## src/rtl/mrs_pkg.sv

```systemverilog
package mrs_pkg;
  typedef enum logic [2:0] {
    ST_IDLE,
    ST_PRE,
    ST_POST,
    ST_MCLK,
    ST_SETTLE,
    ST_CONV,
    ST_DONE
  } mrs_state_e;
endpackage

```

## src/rtl/mrs_cnt.sv

```systemverilog
module mrs_cnt #(
  parameter int W = 4
) (
  input  logic         clk_i,
  input  logic         rst_ni,
  input  logic         clr_i,
  input  logic         inc_i,
  output logic [W-1:0] q_o
);
  always_ff @(posedge clk_i or negedge rst_ni) begin
    if (!rst_ni)    q_o <= '0;
    else if (clr_i) q_o <= '0;
    else if (inc_i) q_o <= q_o + 1'b1;
  end
endmodule

```

## src/rtl/mrs_ctrl.sv

```systemverilog
module mrs_ctrl
  import mrs_pkg::*;
#(
  parameter int N_KEEP   = 18,
  parameter int SETTLE_W = 4,
  parameter int IDX_W    = 5
) (
  input  logic                clk_i,
  input  logic                rst_ni,
  input  logic                start_i,
  input  logic                extra_read_i,
  input  logic                reset_after_i,
  input  logic [SETTLE_W-1:0] settle_i,
  output logic                hold_o,
  output logic                mux_clk_o,
  output logic                mux_rst_o,
  output logic                conv_o,
  output logic                done_o,
  output logic [IDX_W-1:0]    step_o,
  output logic                cfg_after_o
);
  mrs_state_e state_q, state_d;
  logic                extra_q, after_q;
  logic [SETTLE_W-1:0] settle_q, settle_cnt;
  logic [IDX_W-1:0]    step_cnt, step_last_idx;
  logic                accept, settle_end, step_last;

  assign accept = (state_q == ST_IDLE) && start_i;

  // configuration is frozen for the whole event
  always_ff @(posedge clk_i or negedge rst_ni) begin
    if (!rst_ni) begin
      extra_q  <= 1'b0;
      after_q  <= 1'b0;
      settle_q <= '0;
    end else if (accept) begin
      extra_q  <= extra_read_i;
      after_q  <= reset_after_i;
      settle_q <= settle_i;
    end
  end

  mrs_cnt #(.W(SETTLE_W)) u_settle_cnt (
    .clk_i  (clk_i),
    .rst_ni (rst_ni),
    .clr_i  (state_q != ST_SETTLE),
    .inc_i  (state_q == ST_SETTLE),
    .q_o    (settle_cnt)
  );

  mrs_cnt #(.W(IDX_W)) u_step_cnt (
    .clk_i  (clk_i),
    .rst_ni (rst_ni),
    .clr_i  (state_q == ST_IDLE),
    .inc_i  (state_q == ST_CONV),
    .q_o    (step_cnt)
  );

  assign step_last_idx = IDX_W'(N_KEEP - 1) + IDX_W'(extra_q);
  assign step_last     = (step_cnt == step_last_idx);
  assign settle_end    = (settle_cnt == settle_q - 1'b1);

  always_comb begin
    state_d = state_q;
    unique case (state_q)
      ST_IDLE:   if (start_i) state_d = ST_PRE;
      ST_PRE:    state_d = ST_POST;
      ST_POST:   state_d = ST_MCLK;
      ST_MCLK:   state_d = (settle_q == '0) ? ST_CONV : ST_SETTLE;
      ST_SETTLE: if (settle_end) state_d = ST_CONV;
      ST_CONV:   state_d = step_last ? ST_DONE : ST_MCLK;
      ST_DONE:   state_d = ST_IDLE;
      default:   state_d = ST_IDLE;
    endcase
  end

  always_ff @(posedge clk_i or negedge rst_ni) begin
    if (!rst_ni) state_q <= ST_IDLE;
    else         state_q <= state_d;
  end

  assign mux_rst_o = ((state_q == ST_PRE) && !after_q) || ((state_q == ST_POST) && after_q);
  assign hold_o    = ((state_q == ST_PRE) && after_q) || (state_q == ST_POST) ||
                     (state_q == ST_MCLK) || (state_q == ST_SETTLE) || (state_q == ST_CONV);
  assign mux_clk_o   = (state_q == ST_MCLK);
  assign conv_o      = (state_q == ST_CONV);
  assign done_o      = (state_q == ST_DONE);
  assign step_o      = step_cnt;
  assign cfg_after_o = after_q;
endmodule

```

## src/rtl/mrs_capture.sv

```systemverilog
module mrs_capture #(
  parameter int N_KEEP = 18,
  parameter int DATA_W = 12,
  parameter int IDX_W  = 5
) (
  input  logic              clk_i,
  input  logic              rst_ni,
  input  logic              conv_i,
  input  logic [IDX_W-1:0]  step_i,
  input  logic [DATA_W-1:0] adc_data_i,
  output logic              valid_o,
  output logic [IDX_W-1:0]  idx_o,
  output logic [DATA_W-1:0] data_o
);
  logic             conv_q;
  logic [IDX_W-1:0] step_q;
  logic             keep;

  // steps at or beyond N_KEEP are conversions for line hold only
  assign keep = (step_q < IDX_W'(N_KEEP));

  always_ff @(posedge clk_i or negedge rst_ni) begin
    if (!rst_ni) begin
      conv_q  <= 1'b0;
      step_q  <= '0;
      valid_o <= 1'b0;
      idx_o   <= '0;
      data_o  <= '0;
    end else begin
      conv_q  <= conv_i;
      if (conv_i) step_q <= step_i;
      valid_o <= conv_q && keep;
      if (conv_q && keep) begin
        idx_o  <= step_q;
        data_o <= adc_data_i;
      end
    end
  end
endmodule

```

## src/rtl/mux_readout_seq.sv

```systemverilog
module mux_readout_seq #(
  parameter int N_KEEP   = 18,
  parameter int DATA_W   = 12,
  parameter int SETTLE_W = 4,
  localparam int IDX_W   = $clog2(N_KEEP + 1)
) (
  input  logic                clk_i,
  input  logic                rst_ni,
  input  logic                start_i,
  input  logic                extra_read_i,
  input  logic                reset_after_i,
  input  logic [SETTLE_W-1:0] settle_i,
  input  logic [DATA_W-1:0]   adc_data_i,
  output logic                hold_o,
  output logic                mux_clk_o,
  output logic                mux_rst_o,
  output logic                adc_conv_o,
  output logic                smp_valid_o,
  output logic [IDX_W-1:0]    smp_idx_o,
  output logic [DATA_W-1:0]   smp_data_o,
  output logic                done_o
);
  logic [IDX_W-1:0] step;
  logic             cfg_after;

  mrs_ctrl #(
    .N_KEEP   (N_KEEP),
    .SETTLE_W (SETTLE_W),
    .IDX_W    (IDX_W)
  ) u_ctrl (
    .clk_i         (clk_i),
    .rst_ni        (rst_ni),
    .start_i       (start_i),
    .extra_read_i  (extra_read_i),
    .reset_after_i (reset_after_i),
    .settle_i      (settle_i),
    .hold_o        (hold_o),
    .mux_clk_o     (mux_clk_o),
    .mux_rst_o     (mux_rst_o),
    .conv_o        (adc_conv_o),
    .done_o        (done_o),
    .step_o        (step),
    .cfg_after_o   (cfg_after)
  );

  mrs_capture #(
    .N_KEEP (N_KEEP),
    .DATA_W (DATA_W),
    .IDX_W  (IDX_W)
  ) u_capture (
    .clk_i      (clk_i),
    .rst_ni     (rst_ni),
    .conv_i     (adc_conv_o),
    .step_i     (step),
    .adc_data_i (adc_data_i),
    .valid_o    (smp_valid_o),
    .idx_o      (smp_idx_o),
    .data_o     (smp_data_o)
  );
endmodule

```

## config.mk

```make
export PLATFORM = sky130hd
export DESIGN_NAME = mux_readout_seq
export DESIGN_NICKNAME = d
export VERILOG_FILES = /design/src/rtl/mrs_pkg.sv /design/src/rtl/mrs_cnt.sv /design/src/rtl/mrs_ctrl.sv /design/src/rtl/mrs_capture.sv /design/src/rtl/mux_readout_seq.sv
export SDC_FILE = /design/constraint.sdc
export NUM_CORES = 1
export LEC_CHECK = 0
export ABC_AREA = 1
export BUFFER_PORTS_ARGS = -buffer_cell sky130_fd_sc_hd__buf_4
export CORE_UTILIZATION = 54
export DETAILED_ROUTE_END_ITERATION = 16
export GPL_ROUTABILITY_DRIVEN = 0
export PLACE_DENSITY = 0.76
export RECOVER_POWER = 25
export SLEW_MARGIN = 20
export SYNTH_ARGS = -nofsm -noshare
export SYNTH_HDL_FRONTEND = slang
export SYNTH_HIERARCHICAL = 1
export SYNTH_SLANG_ARGS = --single-unit
export TNS_END_PERCENT = 100
```

## constraint.sdc

```tcl
create_clock -name clk_i -period 2 [get_ports clk_i]
set_input_delay 0.4 -clock clk_i [delete_from_list [all_inputs] [get_ports clk_i]]
set_output_delay 0.4 -clock clk_i [all_outputs]
set_load 0.01 [all_outputs]
```

Yosys cells after proc, flatten, opt, wreduce, memory -nomap -nowiden
Cells that the tools add are included.
{"block": "op_classes", "n_reduce_logical": 16, "n_mux": 9, "magnitude_cmp": 1, "eq_ne": 11, "n_addsub": 4}
{"operator": "one-hot mux 3 bit (6 select lines)", "n": 1}
{"operator": "two-way mux 5 bit", "n": 2}
{"operator": "== test 3 bit (second input constant)", "n": 3}
{"operator": "two-way mux 3 bit", "n": 3}
{"operator": "two-way mux 4 bit", "n": 2}
{"operator": "== test 3 x 2 -> 1 bit (second input constant)", "n": 2}
{"operator": "adder 5 x 1 -> 5 bit (first input constant)", "n": 1}
{"operator": "adder 5 x 1 -> 5 bit (second input constant)", "n": 1}
{"operator": "== test 5 bit", "n": 1}
{"operator": "logical AND 1 bit", "n": 5}
{"operator": "logical OR 1 bit", "n": 5}
{"operator": "< comparator 5 bit (second input constant)", "n": 1}
{"operator": "adder 4 x 1 -> 4 bit (second input constant)", "n": 1}
{"operator": "== test 4 bit", "n": 1}
{"operator": "logical NOT 4 bit", "n": 1}
{"operator": "nonzero test 2 bit", "n": 2}
{"operator": "subtractor 4 x 1 -> 4 bit (second input constant)", "n": 1}
{"operator": "== test 3 x 1 -> 1 bit (second input constant)", "n": 1}
{"operator": "logical NOT 3 bit", "n": 1}
{"operator": "!= test 3 bit (second input constant)", "n": 1}
{"operator": "!= test 2 x 1 -> 1 bit (second input constant)", "n": 1}
{"operator": "!= test 2 bit (second input constant)", "n": 1}
{"operator": "AND reduction 2 bit", "n": 1}
{"operator": "logical NOT 1 bit", "n": 1}
{"operator": "two-way mux 1 bit", "n": 1}
{"block": "totals", "in_bits": 21, "elab_cells": 52, "reg_bits": 42, "out_inout_bits": 23}

Depth between registers and ports, before layout
{"block": "depth", "depth_word": 6, "depth_mapped": 11, "mapped_depth_nobuf": 11}

By module
Netlist, hierarchy kept.
{"mod": "mrs_capture", "n_inst": 1, "area_each_um2": 940.9, "cells_each": 90, "seq_area_each_um2": 600.6}
{"mod": "mrs_ctrl", "n_inst": 1, "area_each_um2": 676.9, "cells_each": 101, "seq_area_each_um2": 225.2}
{"mod": "mrs_cnt at u_ctrl.u_step_cnt", "n_inst": 1, "area_each_um2": 266.5, "cells_each": 32, "seq_area_each_um2": 125.1}
{"mod": "mrs_cnt at u_ctrl.u_settle_cnt", "n_inst": 1, "area_each_um2": 201.4, "cells_each": 24, "seq_area_each_um2": 100.1}

Least setup slack after synthesis
Ideal clock, no wire load.
{"block": "synth_timing", "path_type": "register to register", "from": "register u_ctrl.state_q[0]", "to": "register u_capture.step_q[0]", "path_stages_with_launch": 4, "setup_ns": 0.125, "required_ns": 1.875, "synth_period_minus_slack_ns": 1.534, "t_arrival_ns": 1.409, "path_buffers": 0, "setup_slack_ns": 0.466, "path_cell_list": "dfrtp_1 > nand2_1 > nor2_2 > mux2_2"}
{"block": "synth_between", "elab_chain_len": 1}
{"element": "start: declaration", "line_no": "mrs_ctrl.sv:22", "text": "mrs_state_e state_q, state_d;"}
{"element": "start signal: assignment", "line_no": "mrs_ctrl.sv:79", "text": "else state_q <= state_d;"}
{"element": "== test 3 bit", "line_no": "mrs_ctrl.sv:86", "text": "assign conv_o = (state_q == ST_CONV);"}
{"element": "named net adc_conv_o", "line_no": "mux_readout_seq.sv:17", "text": "output logic adc_conv_o,"}
{"element": "end signal: assignment", "line_no": "mrs_capture.sv:31", "text": "if (conv_i) step_q <= step_i;"}
{"element": "end: declaration", "line_no": "mrs_capture.sv:16", "text": "logic [IDX_W-1:0] step_q;"}
The timed path passes the listed nets, and every way through them passes these cells.
A chain may end at the register's enable or synchronous reset.

Worst setup path in the final report
{"block": "layout_timing", "from": "register u_ctrl.state_q[0]", "to": "output port adc_conv_o"}
{"block": "layout_between", "elab_chain_len": 1}
{"element": "== test 3 bit", "line_no": "mrs_ctrl.sv:86"}
{"element": "end: declaration", "line_no": "mux_readout_seq.sv:17"}
No other way between the ends.

==> impl_metrics.env <==
export IMPL_design_core_area_sq_um=3689
export IMPL_placed_cells=336
export IMPL_port_buffers=43
export IMPL_cts_tree="built"
export IMPL_startpoint_type="register"
export IMPL_fillers=310
export IMPL_n_antenna_cell=0
export IMPL_htree_levels=2
export IMPL_outcome="completed"
export IMPL_synth_adder_area_share=0.02400
export IMPL_leakage_nw=1.367
export IMPL_timing_rr_start="u_ctrl/state_q[2]"
export IMPL_dieArea_sq_um=4115
export IMPL_drt_iter0_drc=91
export IMPL_arrival_ns=1.46
export IMPL_grt_pass1_wl_mm=7.113
export IMPL_start_util=0.5655
export IMPL_cts_repair_resized=0
export IMPL_route_detailed_drc=0
export IMPL_cp_top_family="flip-flops"
export IMPL_cts_hold_buf=0
export IMPL_syn_to_final_growth_pct=24.00
export IMPL_ant_nets=0
export IMPL_grt_antenna_before_repair=0
export IMPL_grt_total_usage=0.2225
export IMPL_skew_ns=0.01004
export IMPL_clockRootBuffer="clkbuf_8"
export IMPL_power_density_nw_per_um2=1374
export IMPL_synth_xor_area_frac=0.004199
export IMPL_syn_avg_cell_area_sq_um=8.444
export IMPL_yosysTopAreaCellShare=0.5039
export IMPL_drv_cap=0
export IMPL_synthArstFlopShare=1.000
export IMPL_yosys_area_share_simple=0.3137
export IMPL_die_y_microns=64.15
export IMPL_endpoint_kind="primary output"
export IMPL_timing_fmax_ghz=0.5378
export IMPL_row_count=22
export IMPL_setup_viol=0
export IMPL_clkSlewWorstSetupHoldPaths_ns=0.08
export IMPL_setup_tns_ns=0
export IMPL_grt_ovfl_total=0
export IMPL_wl_mm=3.803
export IMPL_worstPathRequired_ns=1.60
export IMPL_synthTopCellsByArea="dfrtp_1, nand2_1, nand3_1, nor2_1, inv_1"
export IMPL_finalCriticalPeriod_ns=1.859
export IMPL_cp_cell_sequence="nand2_1 -> nor2_2 -> buf_4"
export IMPL_drive_gt1_frac=0.3041
export IMPL_wire_per_inst_microns=11.06
export IMPL_r2r_slack_ns=0.37
export IMPL_vias=1701
export IMPL_grt_max_degree=43
export IMPL_max_slew_margin_rel=0.3458
export IMPL_cts_sinks=42
export IMPL_die_w_microns=64.15
export IMPL_cp_num_buf_inv=1
export IMPL_ys_warn_count=6
export IMPL_postSynthNetCount=272
export IMPL_crit_path_top_delay_cell="dfrtp_1"
export IMPL_yosys_top_cells_count="nand2_1, dfrtp_1, nand3_1, nor2_1, inv_1"
export IMPL_ir_worst_vdd_v=0.0007504
export IMPL_drtPass1Iterations=4
export IMPL_viasPerCell=4.945
export IMPL_yosys_area_top_type="dfrtp_1"
export IMPL_synth_top_family_by_area="simple AND/OR/NAND/NOR gates"
export IMPL_dp_hpwl_mm=2.692
export IMPL_power_w=0.003554
export IMPL_cts_setup_buffers=0
export IMPL_fin_cells=344
export IMPL_synth_edf_count=0
export IMPL_grt_pass1_vias=1625
export IMPL_grt_setup_unrepaired="false"
export IMPL_worst_slew_pin_slew_ns=0.9813
export IMPL_drv_slew=0
export IMPL_finalHoldViolCount=0
export IMPL_clk_latency_ns=0.30
export IMPL_synth_most_common_cell="nand2_1"
export IMPL_synth_area_sq_um=2086
export IMPL_critPathKind="register to primary output"
export IMPL_synth_cell_types=25
export IMPL_muxShareOfSynthArea=0.02160
export IMPL_hold_path_class="input pin to async pin"
export IMPL_critPathMaxStageDelay_ns=0.50
export IMPL_synth_compound_area_frac=0.06299
export IMPL_ys_seq_elements=42
export IMPL_ys_seq_area_frac=0.5039
export IMPL_hold_slack_ns=0.2556
export IMPL_ios=44
export IMPL_cts_buffers=5
export IMPL_crit_fanout=8
export IMPL_startpoint="u_ctrl/state_q[0]"
export IMPL_clockBufferDepth=2
export IMPL_period_share=0.9297
export IMPL_synthCells=247
export IMPL_synth_ff_type="dfrtp_1"
export IMPL_nNetsFinal=320
worst paths after layout:
path / to / depth (start not counted)
min in group clk_i: u_capture/data_o[9] / 3
min reg2reg: u_capture/idx_o[0] / 2
min: u_capture/idx_o[0] / 1
max: adc_conv_o / 3
max reg2reg: u_ctrl/u_settle_cnt/q_o[3] / 9
max in group asynchronous: u_capture/data_o[4] / 1
cell type report:
cell class              count  area, sq um  area share
flip-flops and latches     42         1051      0.4064
multi-input cells         171        889.6      0.3440
repair buffers             45        335.3      0.1297
inverters                  30        112.6     0.04354
clock buffers               5        68.82     0.02661
clock inverters             3        68.82     0.02661
well taps                  48        60.06     0.02322
flip-flops by register name, summed over array words and instances (netlist names):
signal,count
u_capture/idx_o,5
u_capture/conv_q,1
u_ctrl/cfg_after_o,1
u_capture/step_q,5
u_ctrl/state_q,3
u_ctrl/u_step_cnt/q_o,5
u_ctrl/settle_q,4
u_ctrl/u_settle_cnt/q_o,4
u_capture/data_o,12
u_capture/valid_o,1
u_ctrl/extra_q,1
through the flow:
step	util	setup WS, ns	instance area (sq um)
3_5_place_dp	0.6645	0.3697	2451
3_3_place_gp	0.6645	0.4242	2451
5_1_grt	0.7012	0.001561	2586
6_report	0.7012	0.1407	2586
4_1_cts	0.7018	0.1204	2589
2_1_floorplan	-	0.4664	2086
placed cells by master (no fill, tap or decap), types with 2 or more instances in the layout:
master	n
nand2_1	71
buf_4	44
dfrtp_1	42
nand3_1	30
nor2_1	23
inv_1	19
inv_2	10
nor2_2	8
a21oi_1	7
a21oi_2	6
clkbuf_8	5
nor2_4	4
mux2_2	4
ha_1	4
bufinv_16	2
nand2_4	2
nand2_2	2
o21ai_0	2
o21ai_1	2
power by group:
part           internal [W]  switching [W]  leakage, nW  total (W)
Sequential          0.00112       0.000204        0.539    0.00132
Clock              0.000500       0.000300       0.0683   0.000800
Combinational      0.000636       0.000797        0.760    0.00143
cells by family after synthesis:
| logic type | after synthesis |
|---|---|
| DFF | 42 |
| muxes | 4 |
| xor gates and xnor gates | 1 |
| adders and majority gates | 4 |
| AOI/OAI and AO/OA | 20 |
| and+or+nand+nor | 142 |
| buffers and inverters | 34 |
metal layers:
layer / vias up / track usage / share of wire
met1: 780 / 0.2886 / 0.47
met5: - / 0 / 0
met3: 5 / 0.05357 / 0.052
li1: 872 / - / -
met2: 44 / 0.3604 / 0.46
met4: 0 / 0.08611 / 0.013
Note: power is estimated with default switching activity, not from simulation.
